### src/rtl/intc_sel_pkg.sv
// Shared definitions for the priority interrupt code selector.
// Assumes nothing beyond a two-state search controller.
package intc_sel_pkg;
    typedef enum logic {
        SEL_IDLE = 1'b0,
        SEL_SCAN = 1'b1
    } sel_state_e;
endpackage

### src/rtl/sel_cand_filter.sv
// Candidate filter: marks each line that is pending, unmasked and routed to
// the requested class. Purely combinational; assumes vectors are line-indexed.
module sel_cand_filter #(
    parameter int NL = 96
) (
    input  logic [NL-1:0] pending_i,
    input  logic [NL-1:0] mask_i,
    input  logic [NL-1:0] route_i,
    input  logic          class_fast_i,
    output logic [NL-1:0] cand_o
);
    // One qualifying gate per line
    for (genvar g = 0; g < NL; g++) begin : g_line
        assign cand_o[g] = pending_i[g] & ~mask_i[g] & (route_i[g] == class_fast_i);
    end
endmodule

### src/rtl/sel_scan_ctrl.sv
// Search controller: on a start strobe while idle, steps a line index from 0
// up to NL-1, one line per clock, then returns to idle. A start during a scan
// is ignored. Assumes synchronous active-low reset.
module sel_scan_ctrl
    import intc_sel_pkg::*;
#(
    parameter int NL    = 96,
    parameter int IDX_W = $clog2(NL)
) (
    input  logic             clk,
    input  logic             rst_n,
    input  logic             start_i,
    output logic             launch_o,
    output logic             scanning_o,
    output logic             last_o,
    output logic [IDX_W-1:0] idx_o
);
    localparam logic [IDX_W-1:0] LAST_IDX = IDX_W'(NL - 1);

    sel_state_e       state_q;
    logic [IDX_W-1:0] idx_q;

    // Decode controller status from the state and index
    always_comb begin
        launch_o   = (state_q == SEL_IDLE) && start_i;
        scanning_o = (state_q == SEL_SCAN);
        last_o     = scanning_o && (idx_q == LAST_IDX);
        idx_o      = idx_q;
    end

    // Advance the state and the line index
    always_ff @(posedge clk) begin
        if (!rst_n) begin
            state_q <= SEL_IDLE;
            idx_q   <= '0;
        end else if (launch_o) begin
            state_q <= SEL_SCAN;
            idx_q   <= '0;
        end else if (scanning_o) begin
            if (idx_q == LAST_IDX) begin
                state_q <= SEL_IDLE;
            end else begin
                idx_q <= idx_q + 1'b1;
            end
        end
    end
endmodule

### src/rtl/sel_best_track.sv
// Running-best tracker: holds the best line seen so far in a scan. The update
// uses a less-or-equal compare, so an ascending scan hands ties to the
// highest-numbered line. The starting priority is all ones, so any candidate
// wins against it. Exposes the next value so the final line can be folded in
// on the same edge.
module sel_best_track #(
    parameter int PRIO_W = 6,
    parameter int IDX_W  = 7
) (
    input  logic              clk,
    input  logic              rst_n,
    input  logic              launch_i,
    input  logic              step_i,
    input  logic              cand_i,
    input  logic [PRIO_W-1:0] prio_i,
    input  logic [IDX_W-1:0]  idx_i,
    output logic [IDX_W-1:0]  nxt_code_o
);
    logic [IDX_W-1:0]  run_code_q;
    logic [PRIO_W-1:0] run_prio_q;
    logic [PRIO_W-1:0] nxt_prio;
    logic              take;

    // Decide whether the current line replaces the running best
    always_comb begin
        take       = step_i && cand_i && (prio_i <= run_prio_q);
        nxt_code_o = take ? idx_i  : run_code_q;
        nxt_prio   = take ? prio_i : run_prio_q;
    end

    // Reset the running best at launch, update it while scanning
    always_ff @(posedge clk) begin
        if (!rst_n || launch_i) begin
            run_code_q <= '0;
            run_prio_q <= '1;
        end else if (step_i) begin
            run_code_q <= nxt_code_o;
            run_prio_q <= nxt_prio;
        end
    end
endmodule

### src/rtl/intc_prio_sel.sv
// Priority interrupt code selector top. Filters lines by pending, mask and
// class, scans them in ascending order, and publishes the winning line number
// with a one-clock done pulse. Assumes all data inputs and the class stay
// stable from start until done.
module intc_prio_sel #(
    parameter int  NUM_BANKS = 3,
    parameter int  PRIO_W    = 6,
    localparam int NL        = NUM_BANKS * 32,
    localparam int IDX_W     = $clog2(NL)
) (
    input  logic                 clk,
    input  logic                 rst_n,
    input  logic                 start_i,
    input  logic                 class_fast_i,
    input  logic [NL-1:0]        pending_i,
    input  logic [NL-1:0]        mask_i,
    input  logic [NL-1:0]        route_i,
    input  logic [NL*PRIO_W-1:0] prio_i,
    output logic [IDX_W-1:0]     code_o,
    output logic                 done_o
);
    logic [NL-1:0]     cand;
    logic              launch;
    logic              scanning;
    logic              last;
    logic [IDX_W-1:0]  idx;
    logic              cur_cand;
    logic [PRIO_W-1:0] cur_prio;
    logic [IDX_W-1:0]  nxt_code;

    sel_cand_filter #(.NL(NL)) u_filter (
        .pending_i    (pending_i),
        .mask_i       (mask_i),
        .route_i      (route_i),
        .class_fast_i (class_fast_i),
        .cand_o       (cand)
    );

    sel_scan_ctrl #(.NL(NL), .IDX_W(IDX_W)) u_ctrl (
        .clk        (clk),
        .rst_n      (rst_n),
        .start_i    (start_i),
        .launch_o   (launch),
        .scanning_o (scanning),
        .last_o     (last),
        .idx_o      (idx)
    );

    // Pick out the candidate bit and the priority field of the scanned line
    always_comb begin
        cur_cand = cand[idx];
        cur_prio = prio_i[int'(idx) * PRIO_W +: PRIO_W];
    end

    sel_best_track #(.PRIO_W(PRIO_W), .IDX_W(IDX_W)) u_best (
        .clk        (clk),
        .rst_n      (rst_n),
        .launch_i   (launch),
        .step_i     (scanning),
        .cand_i     (cur_cand),
        .prio_i     (cur_prio),
        .idx_i      (idx),
        .nxt_code_o (nxt_code)
    );

    // Publish the result and the done pulse when the last line is folded in
    always_ff @(posedge clk) begin
        if (!rst_n) begin
            code_o <= '0;
            done_o <= 1'b0;
        end else begin
            done_o <= last;
            if (last) begin
                code_o <= nxt_code;
            end
        end
    end
endmodule

### config.mk
export PLATFORM = sky130hd
export DESIGN_NAME = intc_prio_sel
export DESIGN_NICKNAME = d
export VERILOG_FILES = /design/src/rtl/intc_sel_pkg.sv /design/src/rtl/sel_cand_filter.sv /design/src/rtl/sel_scan_ctrl.sv /design/src/rtl/sel_best_track.sv /design/src/rtl/intc_prio_sel.sv
export SDC_FILE = /design/constraint.sdc
export NUM_CORES = 1
export LEC_CHECK = 0
export ABC_AREA = 1
export BUFFER_PORTS_ARGS = -buffer_cell sky130_fd_sc_hd__buf_2
export CORE_AREA = 2 2 345 347
export DETAILED_ROUTE_END_ITERATION = 8
export DIE_AREA = 0 0 347 349
export HOLD_SLACK_MARGIN = 0.15
export SYNTH_ARGS = -nofsm -noshare
export SYNTH_HDL_FRONTEND = slang
export SYNTH_HIERARCHICAL = 1
export SYNTH_SLANG_ARGS = --single-unit
### constraint.sdc
create_clock -name clk -period 3.35 [get_ports clk]
set_input_delay 0.1675 -clock clk [delete_from_list [all_inputs] [get_ports clk]]
set_output_delay 0.1675 -clock clk [all_outputs]
set_load 0.05 [all_outputs]
==> metrics.md <==
| Metric | Value |
|---|---|
| Root buffer cell | `clkbuf_16` |
| CP Launch Type | `register` |
| Via Count | `19400` |
| Min Tclk post-route | `3.23 ns` |
| Crit-path max FO | `22` |
| Post-Syn Area | `10900 um2` |
| Status | `finished clean` |
| Largest net degree at the start of global routing | `61` |
| Seq/Total Area, Yosys | `5.32%` |
| CP Capture Type | `register` |
| First-pass GRT wire length | `131000 um` |
| Met3 routed WL | `6510 um` |
| Post-route ant nets | `0` |
| Count of buffers from port buffering | `875` |
| Post-synthesis cell type count | `28` |
| GRT overflow | `0` |
| Clk_lat worst skew | `0.28 ns` |
| Vias/cell | `3.97` |
| R2R Setup Slk | `0.12 ns` |
| CP Data Required Time | `3.48 ns` |
| Sequential power share | `11.1%` |
| Switching power | `1570 uW` |
| #FFs+latches synth | `29` |
| Num rows | `126` |
| Area growth syn-to-layout | `80.3%` |
| Clock share of power | `14.5%` |
| Hold crit path type | `input port to register` |
| YS warnings | `6` |
| Seq. cell area | `597 um2` |
| Drt total wl | `104000 um` |
| Longest Clk Path Bufs | `2` |
| Avg Inst Size Synth | `4.47 um2` |
| Rel. slew slack | `62.6%` |
| Top layer in use | `met5` |
| Fmax | `310 MHz` |
| Initial Util | `9.29%` |
| Number of global-route vias before repair | `17600` |
| Cts hold-fix bufs | `0` |
| Least-Margin Pin Slew | `0.557 ns` |
| Post-synthesis net count | `3318` |
| Fillers | `13700` |
| Die X-Extent | `347 um` |
| Power per cell area | `167 nW/um2` |
| DR DRC count | `0` |
| CP arrival | `3.36 ns` |
| Num CTS Buffers | `5` |
| Htree depth | `2` |
| Switching share of power | `47.7%` |
| Gr usage total | `15.5%` |
| Final setup violation count | `0` |
| Post-Route M1 WL | `42900 um` |
| Starting DRT DRC Count | `1961` |
| Worst Skew | `0.00399 ns` |
| Detailed Place HPWL | `84100 um` |
| Power Total | `3290 uW` |
| Met2 WL | `51500 um` |
| Combinational share of power | `74.5%` |
| Leak | `0.0109 uW` |
| Post-Synthesis Cells | `2443` |
| Final nets | `4203` |
| IO Pins | `876` |
| Layout cell share with drive strength beyond 1 | `37.2%` |
| Gpl congestion | `0.944` |
| Die Area | `121000 um2` |
| Max Slew Vio Count | `0` |
| Initial antenna violation count | `58` |
| DR pass1 iterations | `6` |
| MaxCap Viol Count | `0` |
| Dpl cell area | `17600 um2` |
| Worst Reg-to-Reg Cells | `18` |
| Multi-input gate area | `9260 um2` |
| Wire per inst | `21.3 um` |
| Critical setup path kind | `register to register` |
| Die H | `349 um` |
| Clk sink count | `29` |
| Reg clk slew, reported paths | `0.05 ns` |
| CTS tree | `done` |
| Final instance area | `19700 um2` |
| Worst hold slack | `0.215 ns` |
| Hold Fails Final Rpt | `0` |
| Crit share post-route | `96.3%` |
| Peak VDD IR | `0.170 mV` |
| Unrepaired setup endpoints after global routing | `yes` |
| Cell internal pwr | `1720 uW` |
| Setup Total Neg Slack | `0 ns` |
| Placeable Area | `117000 um2` |
| Hold Path Cell Cnt | `3` |
metal layers:
layer | vias up | track usage, %
met1 | 8841 | 19.1
met4 | 44 | 4.34
met3 | 168 | 2.16
li1 | 9423 | -
met2 | 947 | 27.8
met5 | - | 0
through the flow:
step / utilization, % / worst slack (ns) / std cells
detailed placement: 15.0 / -0.222 / 4805
global placement: 15.0 / -0.247 / 4805
finish: 16.8 / 0.125 / 4889
global route: 16.7 / -0.0705 / 4881
CTS: 15.5 / 0.00220 / 4824
floorplan: - / 0.582 / 2443
critical path, cell delays in order (launching register included):
cell       delay [ns]
dfxtp_4          0.41
buf_12           0.18
bufbuf_16        0.30
o21ai_0          0.16
nor2_1           0.06
o31ai_1          0.27
buf_4            0.17
nand3_2          0.16
nand3_2          0.14
nand2_2          0.08
ha_4             0.28
nand2_2          0.06
nor2_4           0.11
nand3_2          0.13
nand2_4          0.16
nand2_8          0.09
buf_4            0.17
nand2_1          0.07
nand3_1          0.08
cell families after synthesis:
kind of cell	after synthesis	share of synthesized area (%)
AOI/OAI and AO/OA	138	7.24
xor gates and xnor gates	1	0.0803
adders and majority gates	7	0.802
buffers and inverters	412	16.3
DFF	29	5.32
and+or+nand+nor	1856	70.2
path summary, 6_finish.rpt:
check,startpoint,end
hold / removal,rst_n,done_o
hold reg to reg,u_best/run_prio_q[1],u_best/run_prio_q[1]
setup reg to reg,u_ctrl/idx_o[0],u_best/run_prio_q[0]
setup / recovery,u_ctrl/idx_o[0],u_best/run_prio_q[0]
final cells by class:
| cell class | instances | area share, % |
|---|---|---|
| clock inverter | 1 | 0.0254 |
| sequential | 29 | 3.03 |
| clock buffer | 7 | 0.776 |
| antenna | 24 | 0.305 |
| tap | 1536 | 9.77 |
| inverter | 245 | 4.86 |
| timing repair buffer | 1042 | 34.1 |
| timing repair inverter | 2 | 0.0890 |
| multi-input combinational | 2003 | 47.1 |
timing repair:
| item | 4_1_cts | 5_1_grt |
|---|---|---|
| setup buffers | 4 | 22 |
| cloned | 7 | 21 |
| endpoints found under the setup margin | 20 | 20 |
| gates resized for setup | 29 | 184 |
| pin swaps | 2 | 33 |
registers in the layout, indices dropped and copies added (netlist names):
name               flops
code_o                 7
u_best/run_code_q      7
u_ctrl/idx_o           7
u_best/run_prio_q      6
done_o                 1
u_ctrl/scanning_o      1
Yosys cell counts:
cell type,n,area [um2]
nor3_1,1,5.00
nand3_2,2,20.0
dfxtp_1,29,581
clkbuf_1,43,161
nor2_1,209,785
buf_6,11,124
a21oi_1,45,225
nand4_1,3,18.8
o211ai_1,7,52.6
buf_4,14,105
inv_1,238,893
nand3_1,475,2380
xor2_1,1,8.76
buf_1,20,75.1
o221ai_1,7,61.3
clkinv_1,2,7.51
nand2_2,10,62.6
o21ai_1,1,5.00
o31ai_1,21,158
nor2_2,3,18.8
buf_2,79,395
a21oi_2,1,8.76
nor2_4,3,33.8
o21ai_0,56,280
nand2_1,1146,4300
nand2_4,4,45.0
ha_1,7,87.6
inv_2,5,18.8
power by group through the flow:
stage               logic (uW)  registers [uW]  clock network [uW]
floorplan                  946             364                   0
global placement          2140             370                   0
detailed placement        2140             370                   0
CTS                       2240             363                 482
global route              2690             365                 496
finish                    2450             364                 475
cell usage in the layout, fill, tap and decap left out, types with 4 or more instances in the layout:
cell / n
o221ai_1: 6
nand2_2: 70
nand3_2: 62
nor2_1: 206
o31ai_1: 9
nand2_4: 8
nand2_1: 1081
a21oi_2: 4
o21ai_0: 54
dfxtp_4: 4
buf_8: 6
buf_4: 89
buf_2: 874
bufbuf_16: 4
buf_6: 11
dfxtp_1: 24
o211ai_1: 7
nand3_1: 411
buf_16: 11
o31ai_2: 12
nand3_4: 4
inv_1: 238
nor2_2: 6
ha_4: 4
a21oi_1: 42
buf_12: 32
clkbuf_16: 20
diode_2: 24
No activity file was read; power rests on OpenSTA's default activity.
